<file path="src/rtl/evtsp_pkg.sv">
// Shared types for the event thread spawner.
package evtsp_pkg;
    // Dispatcher phases: idle, requesting, first beat, last beat.
    typedef enum logic [1:0] {
        ST_IDLE  = 2'd0,
        ST_REQ   = 2'd1,
        ST_BEAT0 = 2'd2,
        ST_BEAT1 = 2'd3
    } disp_state_e;
endpackage

</file>
<file path="src/rtl/evtsp_timer.sv">
// Free-running timer with a compare match.
// Assumes: synchronous active-low reset; the compare value may change at any time.
module evtsp_timer #(
    parameter int TMR_W = 32
) (
    input  logic             clk,
    input  logic             rst_n,
    input  logic [TMR_W-1:0] cmp,
    output logic [TMR_W-1:0] tmr,
    output logic             hit
);
    // Count every clock after reset.
    always_ff @(posedge clk) begin
        if (!rst_n) tmr <= '0;
        else        tmr <= tmr + 1'b1;
    end

    // Equality with the compare register.
    always_comb hit = (tmr == cmp);
endmodule

</file>
<file path="src/rtl/evtsp_pending.sv">
// Pending event register with a fixed-priority pick (lowest index wins).
// Bit 0 is the reset event and is set while reset is held. A set in the same
// cycle as a clear leaves the bit set.
module evtsp_pending #(
    parameter int NUM_EV = 6,
    localparam int IDX_W = $clog2(NUM_EV)
) (
    input  logic              clk,
    input  logic              rst_n,
    input  logic [NUM_EV-1:0] set_ev,
    input  logic [NUM_EV-1:0] clr_ev,
    output logic [NUM_EV-1:0] pend,
    output logic              pick_valid,
    output logic [IDX_W-1:0]  pick_idx
);
    localparam logic [NUM_EV-1:0] EV_RESET = NUM_EV'(1);

    // Hold pending bits; clear on completion, set on a new event.
    always_ff @(posedge clk) begin
        if (!rst_n) pend <= EV_RESET;
        else        pend <= (pend & ~clr_ev) | set_ev;
    end

    // Pick the lowest-index pending event.
    always_comb begin
        pick_idx = '0;
        for (int k = NUM_EV - 1; k >= 0; k--) begin
            if (pend[k]) pick_idx = IDX_W'(k);
        end
        pick_valid = |pend;
    end

    generate
        for (genvar k = 0; k < NUM_EV; k++) begin : g_hold
            // a pending bit survives until its completion clears it
            p_hold_pending_r8: assert property (@(posedge clk) disable iff (!rst_n)
                pend[k] && !clr_ev[k] |=> pend[k]);
        end
    endgenerate
endmodule

</file>
<file path="src/rtl/evtsp_dispatch.sv">
// Serves one event at a time: it latches the route, raises the requests,
// captures the grant and the timestamp, then drives two payload beats.
// Assumes: the arbiter grants at most one line per cycle; if more than one
// requested line is granted, the lowest one is taken.
module evtsp_dispatch
    import evtsp_pkg::*;
#(
    parameter int NUM_ENG = 8,
    parameter int NUM_EV  = 6,
    parameter int TMR_W   = 32,
    localparam int ENG_W  = $clog2(NUM_ENG),
    localparam int IDX_W  = $clog2(NUM_EV)
) (
    input  logic               clk,
    input  logic               rst_n,
    input  logic               pick_valid,
    input  logic [IDX_W-1:0]   pick_idx,
    input  logic [NUM_EV-1:0]  ev_any,
    input  logic [ENG_W-1:0]   ev_eng [NUM_EV],
    input  logic [TMR_W-1:0]   tmr,
    input  logic [NUM_ENG-1:0] gnt,
    output logic [NUM_ENG-1:0] req,
    output logic [NUM_EV-1:0]  clr_ev,
    output logic               pl_valid,
    output logic               pl_last,
    output logic [TMR_W-1:0]   pl_data,
    output logic [ENG_W-1:0]   pl_eng
);
    localparam logic [NUM_ENG-1:0] ENG_ONE = NUM_ENG'(1);
    localparam logic [NUM_EV-1:0]  EV_ONE  = NUM_EV'(1);

    disp_state_e        state;
    logic [IDX_W-1:0]   cur_idx;
    logic [NUM_ENG-1:0] cur_req;
    logic [ENG_W-1:0]   win_eng;
    logic [TMR_W-1:0]   stamp;
    logic [NUM_ENG-1:0] hitv;
    logic [ENG_W-1:0]   hit_eng;

    // Granted lines among those requested; lowest one wins.
    always_comb begin
        hitv    = req & gnt;
        hit_eng = '0;
        for (int e = NUM_ENG - 1; e >= 0; e--) begin
            if (hitv[e]) hit_eng = ENG_W'(e);
        end
    end

    // Phase sequencing and latching of route, grant and timestamp.
    always_ff @(posedge clk) begin
        if (!rst_n) begin
            state   <= ST_IDLE;
            cur_idx <= '0;
            cur_req <= '0;
            win_eng <= '0;
            stamp   <= '0;
        end else begin
            case (state)
                ST_IDLE: if (pick_valid) begin
                    cur_idx <= pick_idx;
                    cur_req <= ev_any[pick_idx] ? '1 : (ENG_ONE << ev_eng[pick_idx]);
                    state   <= ST_REQ;
                end
                ST_REQ: if (|hitv) begin
                    win_eng <= hit_eng;
                    stamp   <= tmr;
                    state   <= ST_BEAT0;
                end
                ST_BEAT0: state <= ST_BEAT1;
                default:  state <= ST_IDLE;
            endcase
        end
    end

    // Outputs decoded from the phase.
    always_comb begin
        req      = (state == ST_REQ) ? cur_req : '0;
        pl_valid = (state == ST_BEAT0) || (state == ST_BEAT1);
        pl_last  = (state == ST_BEAT1);
        pl_data  = (state == ST_BEAT0) ? TMR_W'(cur_idx) : stamp;
        pl_eng   = win_eng;
        clr_ev   = (state == ST_BEAT1) ? (EV_ONE << cur_idx) : '0;
    end

    // requests are either a single line or all lines
    p_req_shape_r4: assert property (@(posedge clk) disable iff (!rst_n)
        $onehot0(req) || (&req));
    // an ungranted request is held unchanged
    p_req_steady_r6: assert property (@(posedge clk) disable iff (!rst_n)
        (|req) && !(|(req & gnt)) |=> req == $past(req));
    // a grant withdraws every request and starts the payload
    p_withdraw_r5: assert property (@(posedge clk) disable iff (!rst_n)
        |(req & gnt) |=> (req == '0) && pl_valid && !pl_last);
    // the first beat is always followed by the flagged last beat
    p_two_beats_r10: assert property (@(posedge clk) disable iff (!rst_n)
        pl_valid && !pl_last |=> pl_valid && pl_last);
    // requests and payload never overlap
    p_no_overlap_r5: assert property (@(posedge clk) disable iff (!rst_n)
        !((|req) && pl_valid));
endmodule

</file>
<file path="src/rtl/evt_spawner.sv">
// Event thread spawner top. It maps reset, the timer match and the interrupt
// lines onto event slots (0 reset, 1 timer, 2+i interrupt i), fixes the
// routes of the reset and timer events, and wires timer, pending and dispatch.
// Assumes: configuration inputs are static while an event is being served,
// or are allowed to take effect only for the next event.
module evt_spawner #(
    parameter int NUM_ENG = 8,
    parameter int NUM_IRQ = 4,
    parameter int TMR_W   = 32,
    localparam int ENG_W  = $clog2(NUM_ENG),
    localparam int NUM_EV = NUM_IRQ + 2,
    localparam int IDX_W  = $clog2(NUM_EV)
) (
    input  logic                     clk,
    input  logic                     rst_n,
    input  logic [NUM_IRQ-1:0]       ev_irq,
    input  logic [NUM_IRQ-1:0]       irq_mask,
    input  logic [NUM_IRQ-1:0]       irq_any,
    input  logic [NUM_IRQ*ENG_W-1:0] irq_eng,
    input  logic [TMR_W-1:0]         tmr_cmp,
    input  logic [NUM_ENG-1:0]       dst_gnt,
    output logic [NUM_ENG-1:0]       dst_req,
    output logic                     pl_valid,
    output logic                     pl_last,
    output logic [TMR_W-1:0]         pl_data,
    output logic [ENG_W-1:0]         pl_eng
);
    logic [TMR_W-1:0]  tmr;
    logic              tmr_hit;
    logic [NUM_EV-1:0] set_ev;
    logic [NUM_EV-1:0] clr_ev;
    logic [NUM_EV-1:0] pend;
    logic              pick_valid;
    logic [IDX_W-1:0]  pick_idx;
    logic [NUM_EV-1:0] ev_any;
    logic [ENG_W-1:0]  ev_eng [NUM_EV];

    // Event sources: masked interrupts, the timer match; reset is preloaded.
    always_comb set_ev = {ev_irq & ~irq_mask, tmr_hit, 1'b0};

    // Fixed routes for reset (engine 0) and timer (any engine).
    assign ev_any[0] = 1'b0;
    assign ev_eng[0] = '0;
    assign ev_any[1] = 1'b1;
    assign ev_eng[1] = '0;

    generate
        for (genvar i = 0; i < NUM_IRQ; i++) begin : g_route
            assign ev_any[2+i] = irq_any[i];
            assign ev_eng[2+i] = irq_eng[i*ENG_W +: ENG_W];
            // a masked line cannot make its event pending
            p_mask_blocks_r2: assert property (@(posedge clk) disable iff (!rst_n)
                ev_irq[i] && irq_mask[i] && !pend[2+i] |=> !pend[2+i]);
        end
    endgenerate

    evtsp_timer #(.TMR_W(TMR_W)) u_timer (
        .clk (clk),
        .rst_n (rst_n),
        .cmp (tmr_cmp),
        .tmr (tmr),
        .hit (tmr_hit)
    );

    evtsp_pending #(.NUM_EV(NUM_EV)) u_pending (
        .clk        (clk),
        .rst_n      (rst_n),
        .set_ev     (set_ev),
        .clr_ev     (clr_ev),
        .pend       (pend),
        .pick_valid (pick_valid),
        .pick_idx   (pick_idx)
    );

    evtsp_dispatch #(
        .NUM_ENG (NUM_ENG),
        .NUM_EV  (NUM_EV),
        .TMR_W   (TMR_W)
    ) u_dispatch (
        .clk        (clk),
        .rst_n      (rst_n),
        .pick_valid (pick_valid),
        .pick_idx   (pick_idx),
        .ev_any     (ev_any),
        .ev_eng     (ev_eng),
        .tmr        (tmr),
        .gnt        (dst_gnt),
        .req        (dst_req),
        .clr_ev     (clr_ev),
        .pl_valid   (pl_valid),
        .pl_last    (pl_last),
        .pl_data    (pl_data),
        .pl_eng     (pl_eng)
    );

    // a compare match always leaves the timer event pending
    p_timer_spawn_r7: assert property (@(posedge clk) disable iff (!rst_n)
        tmr == tmr_cmp |=> pend[1]);
endmodule

</file>
<file path="config.mk">
export PLATFORM = sky130hd
export DESIGN_NAME = evt_spawner
export DESIGN_NICKNAME = d
export VERILOG_FILES = /design/src/rtl/evtsp_pkg.sv /design/src/rtl/evtsp_timer.sv /design/src/rtl/evtsp_pending.sv /design/src/rtl/evtsp_dispatch.sv /design/src/rtl/evt_spawner.sv
export SDC_FILE = /design/constraint.sdc
export NUM_CORES = 1
export LEC_CHECK = 0
export ABC_AREA = 0
export BUFFER_PORTS_ARGS = -buffer_cell sky130_fd_sc_hd__buf_2
export CAP_MARGIN = 20
export CORE_MARGIN = 5
export CORE_UTILIZATION = 45
export CTS_CLUSTER_SIZE = 12
export DETAILED_ROUTE_END_ITERATION = 10
export GPL_TIMING_DRIVEN = 0
export HOLD_SLACK_MARGIN = 0.15
export PLACE_DENSITY_LB_ADDON = 0.1
export SYNTH_ARGS = -nofsm -noshare
export SYNTH_HDL_FRONTEND = slang
export SYNTH_SLANG_ARGS = --single-unit
export TNS_END_PERCENT = 30
</file>
<file path="constraint.sdc">
create_clock -name clk -period 4.85 [get_ports clk]
set_input_delay 0.2425 -clock clk [delete_from_list [all_inputs] [get_ports clk]]
set_output_delay 0.2425 -clock clk [all_outputs]
set_load 0.02 [all_outputs]
</file>
==> summary.json <==
{
  "synth_warnings": {"value": 0},
  "tritoncts_clock_tree": {"value": "done"},
  "via_count": {"value": 4225},
  "postLayoutCoreUtil": {"value": 55.0, "unit": "%"},
  "pin_count": {"value": 111},
  "final_max_slew_viol_count": {"value": 0},
  "postSynth.asyncResetShare": {"value": 0, "unit": "%"},
  "worst_setup_hold_path_clk_slew": {"value": 0.08, "unit": "ns"},
  "worst-slew-pin-transition": {"value": 0.873, "unit": "ns"},
  "synth-seq-area-share": {"value": 35.9, "unit": "%"},
  "yosys.area.top_type": {"value": "dfxtp_1"},
  "numClockSinks": {"value": 86},
  "post_synth_num_cell_types": {"value": 59},
  "ir_drop": {"value": 161, "unit": "uV"},
  "layout-drive-gt1-share": {"value": 23.5, "unit": "%"},
  "postSynthCellCount": {"value": 563},
  "synth_area_leaders": {"value": "dfxtp_1, xor2_1, nand2_1"},
  "setup_total_negative_slack": {"value": 0, "unit": "ns"},
  "slew-limit-headroom": {"value": 41.2, "unit": "%"},
  "drcViolationCount": {"value": 0},
  "postSynthNetCount": {"value": 634},
  "fillerInstances": {"value": 1030},
  "part_of_the_total_power_dissipated_in_the_clock_network": {"value": 25.4, "unit": "%"},
  "yosys_most_used_dff": {"value": "dfxtp_1"},
  "buffer_ports.inserted": {"value": 109},
  "synth_area": {"value": 4800, "unit": "um2"},
  "netSwitchingPower": {"value": 0.707, "unit": "mW"},
  "r2r_cells": {"value": 5},
  "ctsResizeCount": {"value": 0},
  "clock_tree.root_cell": {"value": "clkbuf_8"},
  "start_util": {"value": 46.3, "unit": "%"},
  "setup.worst_path.class": {"value": "register to output pin"},
  "post_dr_vias_cell": {"value": 5.13},
  "route.final.wire_length": {"value": 12.8, "unit": "mm"},
  "holdCritStartpoint": {"value": "ev_irq[0]"},
  "p_sw_share": {"value": 37.2, "unit": "%"},
  "grt_usage": {"value": 20.2, "unit": "%"},
  "die_h": {"value": 113, "unit": "um"},
  "unrepaired_setup_endpoints_after_global_routing": {"value": "false"},
  "cts_post_setup_buffers_inserted": {"value": 0},
  "worstSkewPairLatency": {"value": 0.37, "unit": "ns"},
  "finalWeightedCongestion": {"value": 0.846},
  "final.min_clock_period": {"value": 2.33, "unit": "ns"},
  "routed_wire_length_per_instance": {"value": 15.6, "unit": "um"},
  "holdCritPathClass": {"value": "input port to register"},
  "timing.rr.start": {"value": "u_dispatch.cur_req[5]"},
  "reg2reg_to": {"value": "u_dispatch.stamp[13]"},
  "min_delay_path_depth": {"value": 3},
  "drt_iter0_markers": {"value": 206},
  "register_share_of_total_power": {"value": 42.4, "unit": "%"},
  "internal_power": {"value": 1.19, "unit": "mW"},
  "grt_pass1_vias": {"value": 4197},
  "synth_top_area_share": {"value": 35.9, "unit": "%"},
  "finalClockSkew": {"value": 0.0139, "unit": "ns"},
  "layout_commonest_cell": {"value": "buf_2"},
  "die_area": {"value": 12800, "unit": "um2"},
  "critical_path_peak_fanout": {"value": 10},
  "final.period_utilization": {"value": 48.1, "unit": "%"},
  "cap_violations": {"value": 0},
  "maximum_operating_frequency": {"value": 0.429, "unit": "GHz"},
  "cp.arrival": {"value": 2.09, "unit": "ns"},
  "share_comb_of_total_power": {"value": 32.3, "unit": "%"},
  "total_inserted_antenna_cells": {"value": 0},
  "synth_edf_count": {"value": 0},
  "cts-buffers-inserted": {"value": 9},
  "ant_nets": {"value": 0},
  "grt_first_pass_wirelength": {"value": 20.7, "unit": "mm"},
  "holdBufCountCts": {"value": 0},
  "floorplan.core_area": {"value": 10400, "unit": "um2"},
  "hold_viol": {"value": 0},
  "postSynthAreaPerCell": {"value": 8.52, "unit": "um2"},
  "area_growth_syn_to_layout": {"value": 18.8, "unit": "%"},
  "row_count": {"value": 37},
  "grt_remaining_overflow": {"value": 0},
  "finish.net_count": {"value": 754},
  "chipWidth": {"value": 113, "unit": "um"},
  "detailedPlacementHpwl": {"value": 9.86, "unit": "mm"},
  "grt_antenna_before_repair": {"value": 0},
  "outcome": {"value": "completed"},
  "regToRegSetupSlack": {"value": 2.56, "unit": "ns"},
  "cellLeakagePower": {"value": 2.49, "unit": "nW"},
  "ys_seq_elements": {"value": 86},
  "layout.cells.most_common_list": {"value": "buf_2, nand2_1, dfxtp_1"},
  "critPathLaunchType": {"value": "register"},
  "clock_tree.htree_level_count": {"value": 3},
  "power_density": {"value": 333, "unit": "nW/um2"},
  "setup_violations": {"value": 0},
  "cp-end-kind": {"value": "output pin"},
  "critical_path_required": {"value": 4.61, "unit": "ns"},
  "detail_route.first_pass.iterations": {"value": 4},
  "cts_max_path_buffers": {"value": 2},
  "grt_max_degree": {"value": 14},
  "endpoint_of_the_worst_hold_path": {"value": "u_pending.pend[2]"}
}
[power groups by stage]
stage                     combinational (mW)  sequential [mW]  clock [mW]
after floorplan                        0.420            0.815           0
after global placement                 0.610            0.820           0
after detailed placement               0.617            0.821           0
after CTS                              0.621            0.805       0.488
after global routing                   0.686            0.813       0.520
final                                  0.612            0.805       0.482
[stage by stage]
stage               setup WS [ns]  cells  instance area [um2]  total power, mW  hold WS, ns
floorplan                    2.97    563                 4800             1.23        0.400
global placement             2.59    808                 5510             1.43        0.433
detailed placement           2.51    808                 5510             1.44        0.441
CTS                          2.48    824                 5700             1.91        0.153
global route                 2.35    824                 5700             2.02        0.193
finish                       2.52    824                 5700             1.90        0.159
[sequential cells by signal, indices dropped and copies added (netlist names)]
register	flops
u_pending.pend	6
u_dispatch.pl_eng	3
u_dispatch.state	2
u_dispatch.stamp	32
u_dispatch.cur_req	8
u_timer.tmr	32
u_dispatch.cur_idx	3
[worst max-delay path by stage]
stage | start | endpoint | slack [ns] | cells past startpoint
3_3_place_gp | dst_gnt[5] | u_dispatch.stamp[13] | 2.59 | 6
2_1_floorplan | u_timer.tmr[0] | u_timer.tmr[14] | 2.97 | 5
5_1_grt | u_dispatch.state[0] | pl_valid | 2.35 | 6
3_5_place_dp | dst_gnt[5] | u_dispatch.stamp[6] | 2.51 | 6
4_1_cts | u_dispatch.state[0] | pl_valid | 2.48 | 6
6_report | u_dispatch.state[0] | pl_valid | 2.52 | 6
[cell families after synthesis]
| family | Yosys count | share of synthesized area [%] |
|---|---|---|
| AND/OR/NAND/NOR | 256 | 29.8 |
| AO/OA/AOI/OAI | 102 | 16.3 |
| flip-flops | 86 | 35.9 |
| XOR/XNOR | 56 | 10.2 |
| buffers and inverters | 49 | 4.46 |
| multiplexers | 9 | 1.98 |
| adder cells (fa/ha/maj) | 5 | 1.30 |
[layer usage]
metal	global-route usage (%)	vias up	share of wire, %
met4	6.81	0	1.5
met3	3.80	15	5.5
met1	25.6	1951	45
met5	0	-	0
met2	34.4	92	48
li1	-	2167	-
[synth_stat cells, types with 3 or more instances]
cell / instances
nand2_1: 91
dfxtp_1: 86
xor2_1: 46
nor2b_1: 39
a21boi_0: 31
and2_1: 31
clkbuf_1: 28
nand3_1: 22
o21ai_0: 18
nor4_1: 13
inv_1: 12
a21boi_1: 10
xnor2_1: 10
nor2_1: 8
nand2b_1: 7
buf_2: 6
o21a_1: 6
a22o_1: 5
and3_1: 5
ha_1: 5
mux2i_1: 5
nand4_1: 5
nor3_2: 5
or3_1: 5
a21o_1: 4
a21oi_1: 4
mux2_2: 4
nor3_1: 4
a31o_2: 3
and4_1: 3
nand4_2: 3
nor4bb_1: 3
o32ai_2: 3
[cell type report]
class | count | area, um2 | area share, %
plain buffers | 37 | 169 | 2.96
clock buffers | 13 | 169 | 2.96
clock inverters | 3 | 17.5 | 0.307
inverters | 12 | 45.0 | 0.790
multi-input cells | 428 | 2860 | 50.2
flip-flops and latches | 86 | 1720 | 30.2
well taps | 136 | 170 | 2.99
repair buffers | 109 | 546 | 9.57
[critical path: stages, from the launching register on]
cell,delay (ns)
dfxtp_1,0.35
inv_1,0.09
ha_1,0.14
clkbuf_1,0.32
clkbuf_1,0.47
or2_2,0.21
buf_2,0.16
Power figures use the tool's default switching activity.
